File: src/rtl/alu_exec_pkg.sv
package alu_exec_pkg;
    typedef enum logic [3:0] {
        OP_ADD  = 4'd0,
        OP_SUB  = 4'd1,
        OP_AND  = 4'd2,
        OP_OR   = 4'd3,
        OP_XOR  = 4'd4,
        OP_NOR  = 4'd5,
        OP_SLL  = 4'd6,
        OP_SRL  = 4'd7,
        OP_SRA  = 4'd8,
        OP_SLLV = 4'd9,
        OP_SRLV = 4'd10,
        OP_SRAV = 4'd11,
        OP_SLT  = 4'd12,
        OP_SLTU = 4'd13,
        OP_LUI  = 4'd14,
        OP_NONE = 4'd15
    } alu_op_e;

    typedef enum logic [1:0] {
        LG_AND = 2'd0,
        LG_OR  = 2'd1,
        LG_XOR = 2'd2,
        LG_NOR = 2'd3
    } logic_sel_e;
endpackage

File: src/rtl/alu_addsub.sv
module alu_addsub #(
    parameter int W = 32
) (
    input  logic [W-1:0] a_i,
    input  logic [W-1:0] b_i,
    input  logic         sub_i,
    output logic [W-1:0] sum_o,
    output logic         ovf_o,
    output logic         lt_s_o,
    output logic         lt_u_o
);
    logic [W-1:0] b_x;
    logic [W:0]   full;

    always_comb begin
        b_x    = sub_i ? ~b_i : b_i;
        full   = {1'b0, a_i} + {1'b0, b_x} + {{W{1'b0}}, sub_i};
        sum_o  = full[W-1:0];
        // operands of equal sign producing a result of the other sign
        ovf_o  = (a_i[W-1] == b_x[W-1]) && (full[W-1] != a_i[W-1]);
        // signed compare: sign of the difference corrected by overflow
        lt_s_o = full[W-1] ^ ovf_o;
        // unsigned compare: borrow out of the subtraction
        lt_u_o = sub_i & ~full[W];
    end
endmodule

File: src/rtl/alu_shifter.sv
module alu_shifter #(
    parameter int W   = 32,
    parameter int SHW = $clog2(W)
) (
    input  logic [W-1:0]   val_i,
    input  logic [SHW-1:0] amt_i,
    input  logic           right_i,
    input  logic           arith_i,
    output logic [W-1:0]   out_o
);
    logic [W-1:0] stage [0:SHW];
    logic         fill;

    assign fill     = arith_i & val_i[W-1];
    assign stage[0] = val_i;

    for (genvar k = 0; k < SHW; k++) begin : g_stage
        localparam int D = 1 << k;
        logic [W-1:0] moved;
        assign moved = right_i ? {{D{fill}}, stage[k][W-1:D]}
                               : {stage[k][W-1-D:0], {D{1'b0}}};
        assign stage[k+1] = amt_i[k] ? moved : stage[k];
    end

    assign out_o = stage[SHW];
endmodule

File: src/rtl/alu_logic.sv
module alu_logic
    import alu_exec_pkg::*;
#(
    parameter int W = 32
) (
    input  logic [W-1:0] a_i,
    input  logic [W-1:0] b_i,
    input  logic_sel_e   sel_i,
    output logic [W-1:0] out_o
);
    always_comb begin
        unique case (sel_i)
            LG_AND:  out_o = a_i & b_i;
            LG_OR:   out_o = a_i | b_i;
            LG_XOR:  out_o = a_i ^ b_i;
            default: out_o = ~(a_i | b_i);
        endcase
    end
endmodule

File: src/rtl/alu_exec_unit.sv
module alu_exec_unit
    import alu_exec_pkg::*;
#(
    parameter int W   = 32,
    parameter int SHW = $clog2(W)
) (
    input  logic           clk_i,
    input  logic           rst_ni,
    input  logic           issue_i,
    input  logic [3:0]     op_i,
    input  logic [W-1:0]   opa_i,
    input  logic [W-1:0]   opb_i,
    input  logic [SHW-1:0] shamt_i,
    input  logic           trap_en_i,
    output logic [W-1:0]   res_o,
    output logic           res_valid_o,
    output logic           ovf_trap_o,
    output logic           wr_kill_o
);
    localparam int HALF = W / 2;

    typedef struct packed {
        logic         vld;
        logic         trap;
        logic         kill;
        logic [W-1:0] res;
    } out_t;

    out_t    st_d, st_q;
    alu_op_e op;

    logic [W-1:0]   sum, lg_res, sh_res;
    logic           ovf, lt_s, lt_u, use_sub, sh_right, sh_arith, sh_var;
    logic [SHW-1:0] sh_amt;
    logic_sel_e     lg_sel;

    assign op       = alu_op_e'(op_i);
    assign use_sub  = (op == OP_SUB) || (op == OP_SLT) || (op == OP_SLTU);
    assign sh_var   = (op == OP_SLLV) || (op == OP_SRLV) || (op == OP_SRAV);
    assign sh_right = (op == OP_SRL) || (op == OP_SRA) || (op == OP_SRLV) || (op == OP_SRAV);
    assign sh_arith = (op == OP_SRA) || (op == OP_SRAV);
    assign sh_amt   = sh_var ? opa_i[SHW-1:0] : shamt_i;
    assign lg_sel   = logic_sel_e'(op_i[1:0] - 2'd2);

    alu_addsub #(.W(W)) i_addsub (
        .a_i    (opa_i),
        .b_i    (opb_i),
        .sub_i  (use_sub),
        .sum_o  (sum),
        .ovf_o  (ovf),
        .lt_s_o (lt_s),
        .lt_u_o (lt_u)
    );

    alu_logic #(.W(W)) i_logic (
        .a_i   (opa_i),
        .b_i   (opb_i),
        .sel_i (lg_sel),
        .out_o (lg_res)
    );

    alu_shifter #(.W(W), .SHW(SHW)) i_shift (
        .val_i   (opb_i),
        .amt_i   (sh_amt),
        .right_i (sh_right),
        .arith_i (sh_arith),
        .out_o   (sh_res)
    );

    always_comb begin
        st_d     = '0;
        st_d.vld = issue_i;
        unique case (op)
            OP_ADD, OP_SUB:                  st_d.res = sum;
            OP_AND, OP_OR, OP_XOR, OP_NOR:   st_d.res = lg_res;
            OP_SLL, OP_SRL, OP_SRA,
            OP_SLLV, OP_SRLV, OP_SRAV:       st_d.res = sh_res;
            OP_SLT:                          st_d.res = {{(W-1){1'b0}}, lt_s};
            OP_SLTU:                         st_d.res = {{(W-1){1'b0}}, lt_u};
            OP_LUI:                          st_d.res = {opb_i[HALF-1:0], {HALF{1'b0}}};
            default:                         st_d.res = '0;
        endcase
        st_d.trap = issue_i && trap_en_i && ovf && ((op == OP_ADD) || (op == OP_SUB));
        st_d.kill = st_d.trap;
    end

    always_ff @(posedge clk_i) begin
        if (!rst_ni) st_q <= '0;
        else         st_q <= st_d;
    end

    assign res_o       = st_q.res;
    assign res_valid_o = st_q.vld;
    assign ovf_trap_o  = st_q.trap;
    assign wr_kill_o   = st_q.kill;
endmodule

File: config.mk
export PLATFORM = sky130hd
export DESIGN_NAME = alu_exec_unit
export DESIGN_NICKNAME = d
export VERILOG_FILES = /design/src/rtl/alu_exec_pkg.sv /design/src/rtl/alu_addsub.sv /design/src/rtl/alu_shifter.sv /design/src/rtl/alu_logic.sv /design/src/rtl/alu_exec_unit.sv
export SDC_FILE = /design/constraint.sdc
export NUM_CORES = 1
export LEC_CHECK = 0
export BUFFER_PORTS_ARGS = -buffer_cell sky130_fd_sc_hd__buf_2
export CORE_MARGIN = 2
export CORE_UTILIZATION = 35
export DETAILED_ROUTE_END_ITERATION = 6
export SLEW_MARGIN = 25
export SYNTH_ARGS = -nofsm -noshare
export SYNTH_HDL_FRONTEND = slang
export SYNTH_SLANG_ARGS = --single-unit
File: constraint.sdc
create_clock -name clk_i -period 11.38 [get_ports clk_i]
set_input_delay 0.569 -clock clk_i [delete_from_list [all_inputs] [get_ports clk_i]]
set_output_delay 0.569 -clock clk_i [all_outputs]
set_load 0.02 [all_outputs]
==> results of run 1 <==
[kinds of logic (layout without fill, tap and decap cells)]
logic type,Yosys count,in the layout
xor+xnor,88,88
compound gates,560,560
simple gates,463,463
other cells,0,1
fa+ha+maj,99,99
mux,53,53
flops,34,34
buf+inv,192,215
[area by class of cell]
cell class | count | share of cell area (%)
multi-input cells | 1263 | 78.9
repair buffers | 134 | 6.54
flip-flops and latches | 34 | 6.09
well taps | 384 | 4.30
inverters | 73 | 2.45
clock buffers | 5 | 1.12
clock inverters | 3 | 0.616
diodes | 1 | 0.0224
[Yosys cell counts (35+ instances only)]
cell type	instances
sky130_fd_sc_hd__ha_1	97
sky130_fd_sc_hd__nor2_1	76
sky130_fd_sc_hd__nand3_1	49
sky130_fd_sc_hd__o21ai_0	114
sky130_fd_sc_hd__a21oi_1	100
sky130_fd_sc_hd__nor3_1	66
sky130_fd_sc_hd__nand2_1	174
sky130_fd_sc_hd__o211ai_1	35
sky130_fd_sc_hd__clkbuf_1	38
sky130_fd_sc_hd__xnor2_1	57
sky130_fd_sc_hd__inv_1	68
sky130_fd_sc_hd__buf_2	50
sky130_fd_sc_hd__mux2i_1	48
[sequential cells by signal, summed over array words and instances, names as in the netlist]
name	cells
wr_kill_o	1
res_o	32
res_valid_o	1
[metrics by stage]
stage,cells,power (uW),area (um2)
after floorplan,1489,585,10300
after global placement,1888,809,11000
after detailed placement,1888,807,11000
after CTS,1896,989,11200
after global routing,1896,1060,11200
final,1897,1020,11200
[path summary, 6_finish.rpt]
path                                  to  slack, ns
setup / recovery    res_o[20]$_SDFF_PN0_       6.26
hold / removal    res_valid_o$_SDFF_PN0_       0.52
[power groups by stage]
stage	Combinational, uW	Sequential [uW]	Clock (uW)
floorplan	433	152	0
detailed placement	669	138	0
global placement	671	138	0
CTS	674	135	180
global route	739	136	185
finish	704	135	179
[metal layers]
layer  part of all wire [%]  up-vias  GRT usage [%]
met5                      0        -              0
met4                    7.6        0           20.6
li1                       -     5660              -
met3                     12      228           7.34
met1                     39     6110           44.9
met2                     41     1058           50.7
==> qor.tcl, run 1 <==
set qor(part_of_the_power_in_the_clock_network_pct) 17.6
set qor(yosysUniqueCellTypes) 103
set qor(finalSetupViolCount) 0
set qor(antenna_violating_nets_post_route) 0
set qor(synth-xor-area-share_pct) 7.46
set qor(main_flop_type_after_synthesis) {sky130_fd_sc_hd__dfxtp_1}
set qor(htreeDepth) 2
set qor(cpPeakStageDelay_ns) 0.65
set qor(preCtsSetupSlack_ns) 6.00
set qor(timing.critical_path.to_type) {flip-flop}
set qor(drv_slew) 0
set qor(dr_total_vias) 13100
set qor(gp_congestion) 1.11
set qor(simple_gate_fraction_of_synth_area_pct) 21.5
set qor(numClockSinks) 34
set qor(detail_route.drc_violations) 0
set qor(drt_first_pass_iters) 7
set qor(ys_ff_latch) 34
set qor(fin_crit_ns) 5.12
set qor(cts.reportedPaths.clkPinSlew_ns) 0.06
set qor(routed_wl_mm) 54.7
set qor(register_share_of_total_power_pct) 13.3
set qor(max-slew-margin-rel_pct) 29.8
set qor(area_of_the_core_um2) 28900
set qor(combPwrFrac_pct) 69.1
set qor(portion_of_the_post_synthesis_area_used_by_sequential_elements_pct) 6.59
set qor(synthAdderAreaFrac_pct) 12.0
set qor(ctsResizeCount) 0
set qor(fraction_of_layout_instances_using_a_drive_strength_above_1_pct) 13.5
set qor(drt-initial-drc-count) 2425
set qor(worst_hold_startpoint) {issue_i}
set qor(area_occupied_by_multi_input_gates_um2) 8810
set qor(io_buffers) 111
set qor(vias_per_cell) 6.88
set qor(cts-root-buf) {sky130_fd_sc_hd__clkbuf_16}
set qor(final.period_utilization_pct) 45.0
set qor(fp-row-count) 62
set qor(cellPowerDensity_nw_per_um2) 91.1
set qor(routed_wire_length_per_instance_um) 28.8
set qor(fmax_mhz) 195
set qor(tritoncts) {built}
set qor(area.sequential_um2) 681
set qor(fp.dieH_um) 176
set qor(p_int_uw) 480
set qor(final_critical_path_setup_slack_ns) 6.26
set qor(netlist_area_um2) 10300
set qor(cts-root-to-sink-buffers) 2
set qor(worst_vdd_drop_mv) 0.0564
set qor(arrival_ns) 5.29
set qor(synthesis.yosys.warnings) 0
set qor(layout_common_cells) {sky130_fd_sc_hd__nand2_1 (174), sky130_fd_sc_hd__o21ai_0 (113), sky130_fd_sc_hd__buf_2 (110), sky130_fd_sc_hd__a21oi_1 (98), sky130_fd_sc_hd__ha_1 (97)}
set qor(die_x_um) 176
set qor(synth_edf_count) 0
set qor(postCtsSetupBuffers) 0
set qor(slew_of_the_pin_with_the_lowest_slew_margin_ns) 1.05
set qor(critical_path_depth) 17
set qor(crit_start) {op_i[0]}
set qor(hold_violations) 0
set qor(synth_top_cell_by_area) {sky130_fd_sc_hd__ha_1}
set qor(global_route_wire_length_before_repair_mm) 79.2
set qor(netSwitchingFraction_pct) 52.9
set qor(first_global_vias) 12000
set qor(grt_setup_unrepaired) {no}
set qor(critical-path-top-delay-family) {compound AO/OA/AOI/OAI gates}
set qor(cts_buffers) 5
set qor(layout_commonest_cell) {sky130_fd_sc_hd__nand2_1}
set qor(worstPathRequired_ns) 11.54
set qor(io_pins) 112
set qor(synth_nets) 1664
set qor(drv_cap) 0
set qor(antenna_violations_before_repair) 1
set qor(cp_bufs_invs) 4
set qor(initial_utilization_pct) 35.8
set qor(synthCells) 1489
set qor(fin_nets) 1686
set qor(synth.area.mux_share_pct) 5.20
set qor(synth_compound_gate_area_share_pct) 38.6
set qor(worstHoldPathType) {input port to flip-flop}
set qor(worstHoldPathCells) 2
set qor(postSynth.asyncResetShare_pct) 0
set qor(critical_path.max_fanout) 79
set qor(worst_hold_slack_ns) 0.516
set qor(filler_cell_count) 3152
set qor(total_leakage_power_uw) 0.00461
set qor(post-route-util_pct) 38.7
set qor(timing.setup.tns_ns) 0
set qor(post_cts_hold_buffer_count) 0
set qor(cp-start-kind) {input port}
set qor(grt_start_max_net_pins) 80
set qor(hpwlAfterDp_mm) 41.9
set qor(net-switching-power_uw) 538
set qor(yosys.area.top_type_share_pct) 11.8
set qor(grtUsageTotal_pct) 34.1
set qor(synth_area_leaders) {sky130_fd_sc_hd__ha_1 (12%), sky130_fd_sc_hd__dfxtp_1 (6.6%), sky130_fd_sc_hd__nand2_1 (6.3%)}
set qor(globalRouteOverflowTotal) 0
set qor(synth_top_family_by_area) {compound AO/OA/AOI/OAI gates}
set qor(syn_avg_cell_area_um2) 6.94
set qor(worst-setup-path-type) {input port to flip-flop}
set qor(critical_path.slowest_cell) {sky130_fd_sc_hd__buf_4}
set qor(run_status) {finished clean}
set qor(path_cells) {buf_2 > buf_4 > or3b_1 > a21oi_4 > buf_4 > xnor2_1 > inv_1 > fa_1 > nand2b_1 > a21oi_1 > nor3_1 > o2111ai_1 > nand2_1 > xnor2_1 > a222oi_1 > nor2_1 > a311o_1}
set qor(full_die_area_um2) 30900
set qor(syn2layout_area_growth_pct) 8.15
No activity file was read; power rests on OpenSTA's default activity.
==> run 2, diff against run 1 <==
--- a/config.mk
+++ b/config.mk
@@ -5,6 +5,7 @@
 export SDC_FILE = /design/constraint.sdc
 export NUM_CORES = 1
 export LEC_CHECK = 0
+export ABC_AREA = 1
 export BUFFER_PORTS_ARGS = -buffer_cell sky130_fd_sc_hd__buf_2
 export CORE_MARGIN = 2
 export CORE_UTILIZATION = 35
==> constraint.sdc (replaced) <==
create_clock -name clk_i -period 4.82 [get_ports clk_i]
set_input_delay 0.241 -clock clk_i [delete_from_list [all_inputs] [get_ports clk_i]]
set_output_delay 0.241 -clock clk_i [all_outputs]
set_load 0.02 [all_outputs]
==> qor.tcl, run 2 <==
set qor(cp-start-kind) {input port} ;# unchanged
set qor(drv_slew) 0 ;# unchanged
set qor(worstHoldPathCells) 3 ;# was 2
set qor(first_global_vias) 10300 ;# was 12000
set qor(hold_violations) 0 ;# unchanged
set qor(report.power.total_uw) 2210 ;# was 1020 uW
set qor(placed_cells) 1921 ;# was 1888
set qor(initial_utilization_pct) 35.9 ;# was 35.8%
set qor(yosys.area.top_type_share_pct) 19.2 ;# was 11.8%
set qor(grt_start_max_net_pins) 40 ;# was 80
set qor(timing.critical_path.to_type) {flip-flop} ;# unchanged
set qor(worst_hold_path.endpoint) {res_valid_o$_SDFF_PN0_} ;# unchanged
set qor(grt_setup_unrepaired) {no} ;# unchanged
set qor(numClockSinks) 34 ;# unchanged
set qor(arrival_ns) 3.63 ;# was 5.29 ns
set qor(fraction_of_layout_instances_using_a_drive_strength_above_1_pct) 11.0 ;# was 13.5%
set qor(total_leakage_power_uw) 0.00488 ;# was 0.00461 uW
set qor(post_cts_hold_buffer_count) 0 ;# unchanged
set qor(io_buffers) 111 ;# unchanged
set qor(worst_vdd_drop_mv) 0.114 ;# was 0.0564 mV
set qor(fmax_mhz) 293
set qor(drv_cap) 0 ;# unchanged
set qor(cts.reportedPaths.clkPinSlew_ns) 0.06 ;# about the same
set qor(filler_cell_count) 2714 ;# was 3152
set qor(max-slew-margin-rel_pct) 50.3 ;# was 29.8%
set qor(timing.setup.tns_ns) 0 ;# unchanged
set qor(drt-initial-drc-count) 1260 ;# was 2425
set qor(portion_of_the_post_synthesis_area_used_by_sequential_elements_pct) 8.02 ;# was 6.59%
set qor(worstHoldPathType) {input port to flip-flop} ;# unchanged
set qor(fp.dieH_um) 160 ;# was 176 um
set qor(worst-setup-path-type) {input port to flip-flop} ;# unchanged
set qor(routed_wire_length_per_instance_um) 21.5 ;# was 28.8 um
set qor(netlist_area_um2) 8480 ;# was 10300 um2
set qor(global_route_wire_length_before_repair_mm) 61.8 ;# was 79.2 mm
set qor(tritoncts) {built} ;# unchanged
set qor(fin_crit_ns) 3.42
set qor(postSynth.asyncResetShare_pct) 0 ;# unchanged
set qor(main_flop_type_after_synthesis) {sky130_fd_sc_hd__dfxtp_1} ;# unchanged
set qor(synth_area_leaders) {sky130_fd_sc_hd__nand2_1 (19%), sky130_fd_sc_hd__nand3_1 (16%), sky130_fd_sc_hd__ha_1 (14%)} ;# was sky130_fd_sc_hd__ha_1 (12%), sky130_fd_sc_hd__dfxtp_1 (6.6%), sky130_fd_sc_hd__nand2_1 (6.3%)
set qor(hpwlAfterDp_mm) 33.5 ;# was 41.9 mm
set qor(syn_avg_cell_area_um2) 5.51 ;# was 6.94 um2
set qor(cts-root-to-sink-buffers) 2 ;# unchanged
set qor(fin_nets) 1784 ;# was 1686
set qor(vias_per_cell) 5.83 ;# was 6.88
set qor(synth_top_cell_by_area) {sky130_fd_sc_hd__nand2_1} ;# was sky130_fd_sc_hd__ha_1
set qor(diodes) 0 ;# was 1
set qor(cellPowerDensity_nw_per_um2) 232 ;# was 91.1 nW/um2
set qor(cts-root-buf) {sky130_fd_sc_hd__clkbuf_16} ;# unchanged
set qor(yosysUniqueCellTypes) 43 ;# was 103
set qor(routed_wl_mm) 41.4 ;# was 54.7 mm
set qor(io_pins) 112 ;# unchanged
set qor(detail_route.drc_violations) 0 ;# unchanged
set qor(synth_nets) 1715 ;# was 1664
set qor(ys_ff_latch) 34 ;# unchanged
set qor(syn2layout_area_growth_pct) 12.2 ;# was 8.15%
set qor(gp_congestion) 0.984 ;# was 1.11
set qor(antenna_violations_before_repair) 1 ;# unchanged
set qor(synthesis.yosys.warnings) 0 ;# unchanged
set qor(finalSetupViolCount) 0 ;# unchanged
set qor(layout_common_cells) {sky130_fd_sc_hd__nand2_1 (433), sky130_fd_sc_hd__nand3_1 (270), sky130_fd_sc_hd__inv_1 (135), sky130_fd_sc_hd__a21oi_1 (132), sky130_fd_sc_hd__buf_2 (111)} ;# was sky130_fd_sc_hd__nand2_1 (174), sky130_fd_sc_hd__o21ai_0 (113), sky130_fd_sc_hd__buf_2 (110), sky130_fd_sc_hd__a21oi_1 (98), sky130_fd_sc_hd__ha_1 (97)
set qor(synth_most_common_cell) {sky130_fd_sc_hd__nand2_1} ;# unchanged
set qor(synthCells) 1540 ;# was 1489
set qor(full_die_area_um2) 25500 ;# was 30900 um2
set qor(synth_edf_count) 0 ;# unchanged
set qor(postCtsSetupBuffers) 0 ;# unchanged
set qor(fp-row-count) 56 ;# was 62
set qor(critical_path.max_fanout) 32 ;# was 79
set qor(htreeDepth) 2 ;# unchanged
set qor(layout_commonest_cell) {sky130_fd_sc_hd__nand2_1} ;# unchanged
set qor(globalRouteOverflowTotal) 0 ;# unchanged
set qor(antenna_violating_nets_post_route) 0 ;# unchanged
set qor(grtUsageTotal_pct) 31.3 ;# was 34.1%
set qor(netlist_top_cells_count) {sky130_fd_sc_hd__nand2_1 (433), sky130_fd_sc_hd__nand3_1 (270), sky130_fd_sc_hd__inv_1 (136), sky130_fd_sc_hd__a21oi_1 (133), sky130_fd_sc_hd__nor2_1 (100)} ;# was sky130_fd_sc_hd__nand2_1 (174), sky130_fd_sc_hd__o21ai_0 (114), sky130_fd_sc_hd__a21oi_1 (100), sky130_fd_sc_hd__ha_1 (97), sky130_fd_sc_hd__nor2_1 (76)
set qor(worstPathRequired_ns) 5.03 ;# was 11.54 ns
set qor(dr_total_vias) 11200 ;# was 13100
set qor(cts_buffers) 5 ;# unchanged
set qor(final.period_utilization_pct) 70.9
set qor(run_status) {finished clean} ;# unchanged
set qor(largest_register_ff_count) 32 ;# unchanged
set qor(area_of_the_core_um2) 23600 ;# was 28900 um2
set qor(drt_first_pass_iters) 6 ;# was 7
set qor(finalNonFillerCells) 1929 ;# was 1897
set qor(ctsResizeCount) 0 ;# unchanged
set qor(die_x_um) 160 ;# was 176 um
set qor(slew_of_the_pin_with_the_lowest_slew_margin_ns) 0.726 ;# was 1.05 ns
set qor(worst_hold_startpoint) {issue_i} ;# unchanged
==> run 2: cell types whose count changed after synthesis, sizes merged, moves of 37 or more <==
cell	delta
nand2	+263
nand3	+219
inv	+74
nor3	-64
xnor2	-56
mux2i	-48
buf	-37
==> run 2: worst max path at each step <==
| stage | from | to | depth (start not counted) |
|---|---|---|---|
| floorplan | op_i[2] | res_o[20]$_SDFF_PN0_ | 17 |
| global placement | op_i[3] | res_o[25]$_SDFF_PN0_ | 18 |
| detailed placement | op_i[2] | res_o[25]$_SDFF_PN0_ | 18 |
| CTS | op_i[2] | res_o[25]$_SDFF_PN0_ | 18 |
| global route | op_i[2] | res_o[20]$_SDFF_PN0_ | 18 |
| finish | op_i[2] | res_o[25]$_SDFF_PN0_ | 17 |
==> run 2: critical path: stages <==
cell                       delay, ns
sky130_fd_sc_hd__buf_2          0.13
sky130_fd_sc_hd__nand2_1        0.17
sky130_fd_sc_hd__nor2_1         0.10
sky130_fd_sc_hd__a21oi_4        0.11
sky130_fd_sc_hd__buf_4          0.49
sky130_fd_sc_hd__xor2_1         0.13
sky130_fd_sc_hd__ha_1           0.47
sky130_fd_sc_hd__nand2_1        0.16
sky130_fd_sc_hd__nor2_1         0.13
sky130_fd_sc_hd__inv_1          0.08
sky130_fd_sc_hd__nor2_1         0.33
sky130_fd_sc_hd__nand4_1        0.30
sky130_fd_sc_hd__nand3b_1       0.17
sky130_fd_sc_hd__nand3_1        0.23
sky130_fd_sc_hd__nand2_1        0.13
sky130_fd_sc_hd__inv_1          0.09
sky130_fd_sc_hd__a21oi_1        0.14
==> run 2: cell families after synthesis <==
kind of cell / Yosys count / synth area share, %
compound gates: 299 / 20.0
fa+ha+maj: 98 / 14.5
flops: 34 / 8.02
xor+xnor: 36 / 3.72
simple gates: 850 / 43.1
buf+inv: 223 / 10.7
==> run 2: power breakdown <==
part	internal (uW)	leakage [uW]	total [uW]	switching, uW
clock	297	0.0000940	432	135
sequential	314	0.000281	326	12.5
combinational	434	0.00451	1450	1020
==> run 2: layout make-up <==
type	instances	area (um2)	share of cell area (%)
repair buffers	141	781	8.20
inverters	144	542	5.69
clock buffers	5	125	1.31
flip-flops and latches	34	681	7.15
well taps	319	399	4.19
clock inverters	3	68.8	0.723
multi-input cells	1283	6920	72.7
==> run 2: metal layers <==
metal	vias to the layer above	part of all wire, %	global-route usage, %
li1	5351	-	-
met1	5161	43	42.9
met2	620	41	46.7
met3	106	9.6	6.21
met4	0	5.8	15.5
met5	-	0	0
==> run 2: per-stage QoR <==
| step | cell area, um2 | setup slack (ns) | hold slack (ns) | util [%] |
|---|---|---|---|---|
| finish | 9520 | 1.40 | 0.175 | 40.3 |
| global placement | 9320 | 1.13 | 0.463 | 39.5 |
| CTS | 9520 | 1.51 | 0.180 | 40.3 |
| global route | 9520 | 1.19 | 0.199 | 40.3 |
| floorplan | 8480 | 1.94 | 0.339 | - |
| detailed placement | 9320 | 1.23 | 0.462 | 39.5 |
==> run 3, diff against run 2 <==
==> constraint.sdc (replaced) <==
create_clock -name clk_i -period 3.19 [get_ports clk_i]
set_input_delay 0.1595 -clock clk_i [delete_from_list [all_inputs] [get_ports clk_i]]
set_output_delay 0.1595 -clock clk_i [all_outputs]
set_load 0.02 [all_outputs]
==> qor.tcl, run 3 (same netlist as run 2, synthesis figures left out) <==
set qor(run_status) {finished with violations} ;# was finished clean
set qor(violations) {DRC}
set qor(worst_hold_path.endpoint) {wr_kill_o$_SDFF_PN0_} ;# was res_valid_o$_SDFF_PN0_
set qor(post-route-util_pct) 42.1 ;# was 40.3%
set qor(drv_slew) 0 ;# unchanged
set qor(final_critical_path_setup_slack_ns) 0.254 ;# was 1.40 ns
set qor(numClockSinks) 34 ;# unchanged
set qor(detail_route.drc_violations) 1 ;# was 0
set qor(timing.critical_path.to_type) {flip-flop} ;# unchanged
set qor(worst_vdd_drop_mv) 0.193 ;# was 0.114 mV
set qor(fp-row-count) 56 ;# unchanged
set qor(worst-setup-path-type) {input port to flip-flop} ;# unchanged
set qor(antenna_violating_nets_post_route) 0 ;# unchanged
set qor(globalRouteOverflowTotal) 0 ;# unchanged
set qor(grtUsageTotal_pct) 30.8 ;# was 31.3%
set qor(layout_commonest_cell) {sky130_fd_sc_hd__nand2_1} ;# unchanged
set qor(full_die_area_um2) 25500 ;# unchanged
set qor(final.period_utilization_pct) 92.1
set qor(worstPathRequired_ns) 3.32 ;# was 5.03 ns
set qor(io_pins) 112 ;# unchanged
set qor(total_leakage_power_uw) 0.00514 ;# was 0.00488 uW
set qor(cp-start-kind) {input port} ;# unchanged
set qor(die_x_um) 160 ;# unchanged
set qor(slew_of_the_pin_with_the_lowest_slew_margin_ns) 0.828 ;# was 0.726 ns
set qor(critical_path.max_fanout) 11 ;# was 32
set qor(io_buffers) 111 ;# unchanged
set qor(drt-initial-drc-count) 1565 ;# was 1260
set qor(largest_register_ff_count) 32 ;# unchanged
set qor(initial_utilization_pct) 35.9 ;# unchanged
set qor(worstHoldPathCells) 3 ;# unchanged
set qor(syn2layout_area_growth_pct) 17.1 ;# was 12.2%
set qor(post_cts_hold_buffer_count) 0 ;# unchanged
set qor(grt_setup_unrepaired) {no} ;# unchanged
set qor(dr_total_vias) 11500 ;# was 11200
set qor(cellPowerDensity_nw_per_um2) 339 ;# was 232 nW/um2
set qor(preCtsSetupSlack_ns) -0.443 ;# was 1.23 ns
set qor(gp_congestion) 1.04 ;# was 0.984
set qor(area.sequential_um2) 681 ;# unchanged
set qor(global_route_wire_length_before_repair_mm) 61.5 ;# was 61.8 mm
set qor(cts_buffers) 5 ;# unchanged
set qor(fin_nets) 1840 ;# was 1784
set qor(hpwlAfterDp_mm) 33.3 ;# was 33.5 mm
set qor(layout_common_cells) {sky130_fd_sc_hd__nand2_1 (433), sky130_fd_sc_hd__nand3_1 (270), sky130_fd_sc_hd__inv_1 (135), sky130_fd_sc_hd__a21oi_1 (132), sky130_fd_sc_hd__buf_2 (111)} ;# unchanged
set qor(cts-root-to-sink-buffers) 2 ;# unchanged
set qor(finalSetupViolCount) 0 ;# unchanged
set qor(worst_hold_slack_ns) 0.153 ;# was 0.175 ns
set qor(area_occupied_by_multi_input_gates_um2) 6920 ;# about the same
set qor(worstHoldPathType) {input port to flip-flop} ;# unchanged
set qor(antenna_violations_before_repair) 0 ;# was 1
set qor(drt_first_pass_iters) 7 ;# was 6
set qor(postPlaceCellArea_um2) 9750 ;# was 9320 um2
set qor(routed_wl_mm) 40.5 ;# was 41.4 mm
set qor(arrival_ns) 3.07 ;# was 3.63 ns
set qor(tritoncts) {built} ;# unchanged
set qor(fmax_mhz) 341
set qor(grt_start_max_net_pins) 34 ;# was 40
set qor(htreeDepth) 2 ;# unchanged
set qor(timing.setup.tns_ns) 0 ;# unchanged
set qor(worst_hold_startpoint) {trap_en_i} ;# was issue_i
set qor(cts.reportedPaths.clkPinSlew_ns) 0.07 ;# was 0.06 ns
set qor(hold_violations) 0 ;# unchanged
set qor(filler_cell_count) 2684 ;# was 2714
set qor(cts-root-buf) {sky130_fd_sc_hd__clkbuf_16} ;# unchanged
set qor(drv_cap) 0 ;# unchanged
set qor(max-slew-margin-rel_pct) 44.8 ;# was 50.3%
set qor(first_global_vias) 10300 ;# about the same
set qor(area_of_the_core_um2) 23600 ;# unchanged
set qor(fp.dieH_um) 160 ;# unchanged
set qor(design_area_um2) 9940 ;# was 9520 um2
set qor(fraction_of_layout_instances_using_a_drive_strength_above_1_pct) 14.0 ;# was 11.0%
set qor(vias_per_cell) 5.77 ;# was 5.83
set qor(fin_crit_ns) 2.94
set qor(routed_wire_length_per_instance_um) 20.4 ;# was 21.5 um
set qor(diodes) 0 ;# unchanged
run 3: changes by cell type in the layout (fill, tap and decap cells not counted):
| cell | change |
|---|---|
| sky130_fd_sc_hd__clkinvlp_4 | +2 |
| sky130_fd_sc_hd__nor2_2 | +1 |
| sky130_fd_sc_hd__nor2_4 | -1 |
| sky130_fd_sc_hd__bufinv_16 | -1 |
| sky130_fd_sc_hd__clkinv_4 | -1 |
| sky130_fd_sc_hd__buf_6 | +1 |
| sky130_fd_sc_hd__buf_12 | +2 |
| sky130_fd_sc_hd__buf_4 | +53 |
run 3: per-layer routing:
metal  track usage (%)  share of wire, %  up-vias
li1                  -                 -     5460
met1              43.0                43     5266
met2              48.3                43      643
met3              3.92               9.2       84
met4              11.6               4.3        0
met5                 0                 0        -
run 3: per-stage QoR:
step | total power [uW] | std cells
2_1_floorplan | 1910 | 1540
3_3_place_gp | 2710 | 1975
6_report | 3370 | 1985
4_1_cts | 3300 | 1985
3_5_place_dp | 2710 | 1975
5_1_grt | 3600 | 1985
run 3: area by class of cell:
class	count	share of cell area, %
inverters	144	5.45
clock buffers	5	1.26
repair buffers	197	12.4
flip-flops and latches	34	6.85
multi-input cells	1283	69.6
clock inverters	3	0.453
well taps	319	4.02
run 3: timing repair:
| item | CTS | global route |
|---|---|---|
| setup endpoints to repair | 2 | 1 |
| pin swaps | 0 | 0 |
| resized for setup | 0 | 1 |
| setup buffers | 2 | 0 |
run 3: worst max-delay path by stage:
stage | startpoint | endpoint | slack (ns) | depth (start not counted)
3_3_place_gp | op_i[2] | res_o[26]$_SDFF_PN0_ | -0.48 | 16
6_report | op_i[2] | res_o[18]$_SDFF_PN0_ | 0.25 | 23
4_1_cts | op_i[2] | res_o[30]$_SDFF_PN0_ | 0.29 | 25
5_1_grt | op_i[2] | res_o[26]$_SDFF_PN0_ | 0.001 | 16
2_1_floorplan | op_i[2] | res_o[20]$_SDFF_PN0_ | 0.39 | 17
3_5_place_dp | op_i[2] | res_o[26]$_SDFF_PN0_ | -0.44 | 16
run 3: power by group:
group,total [uW],internal [uW],switching [uW]
logic,2290,744,1540
registers,496,474,22.7
clock network,588,369,219
run 3: critical path, cell delays in order:
cell                      delay (ns)
sky130_fd_sc_hd__buf_2          0.12
sky130_fd_sc_hd__nand2_1        0.08
sky130_fd_sc_hd__nor2_1         0.06
sky130_fd_sc_hd__a21oi_4        0.19
sky130_fd_sc_hd__buf_6          0.22
sky130_fd_sc_hd__xor2_1         0.21
sky130_fd_sc_hd__inv_1          0.08
sky130_fd_sc_hd__fa_1           0.35
sky130_fd_sc_hd__inv_1          0.09
sky130_fd_sc_hd__nand3_1        0.07
sky130_fd_sc_hd__nand2_1        0.14
sky130_fd_sc_hd__nand2_1        0.10
sky130_fd_sc_hd__nand2_1        0.07
sky130_fd_sc_hd__a21oi_1        0.05
sky130_fd_sc_hd__inv_1          0.14
sky130_fd_sc_hd__nand2_1        0.08
sky130_fd_sc_hd__nand2_1        0.09
sky130_fd_sc_hd__nand2_1        0.05
sky130_fd_sc_hd__nand2_1        0.08
sky130_fd_sc_hd__a21oi_1        0.06
sky130_fd_sc_hd__o21ai_0        0.24
sky130_fd_sc_hd__buf_4          0.19
sky130_fd_sc_hd__a31oi_1        0.12
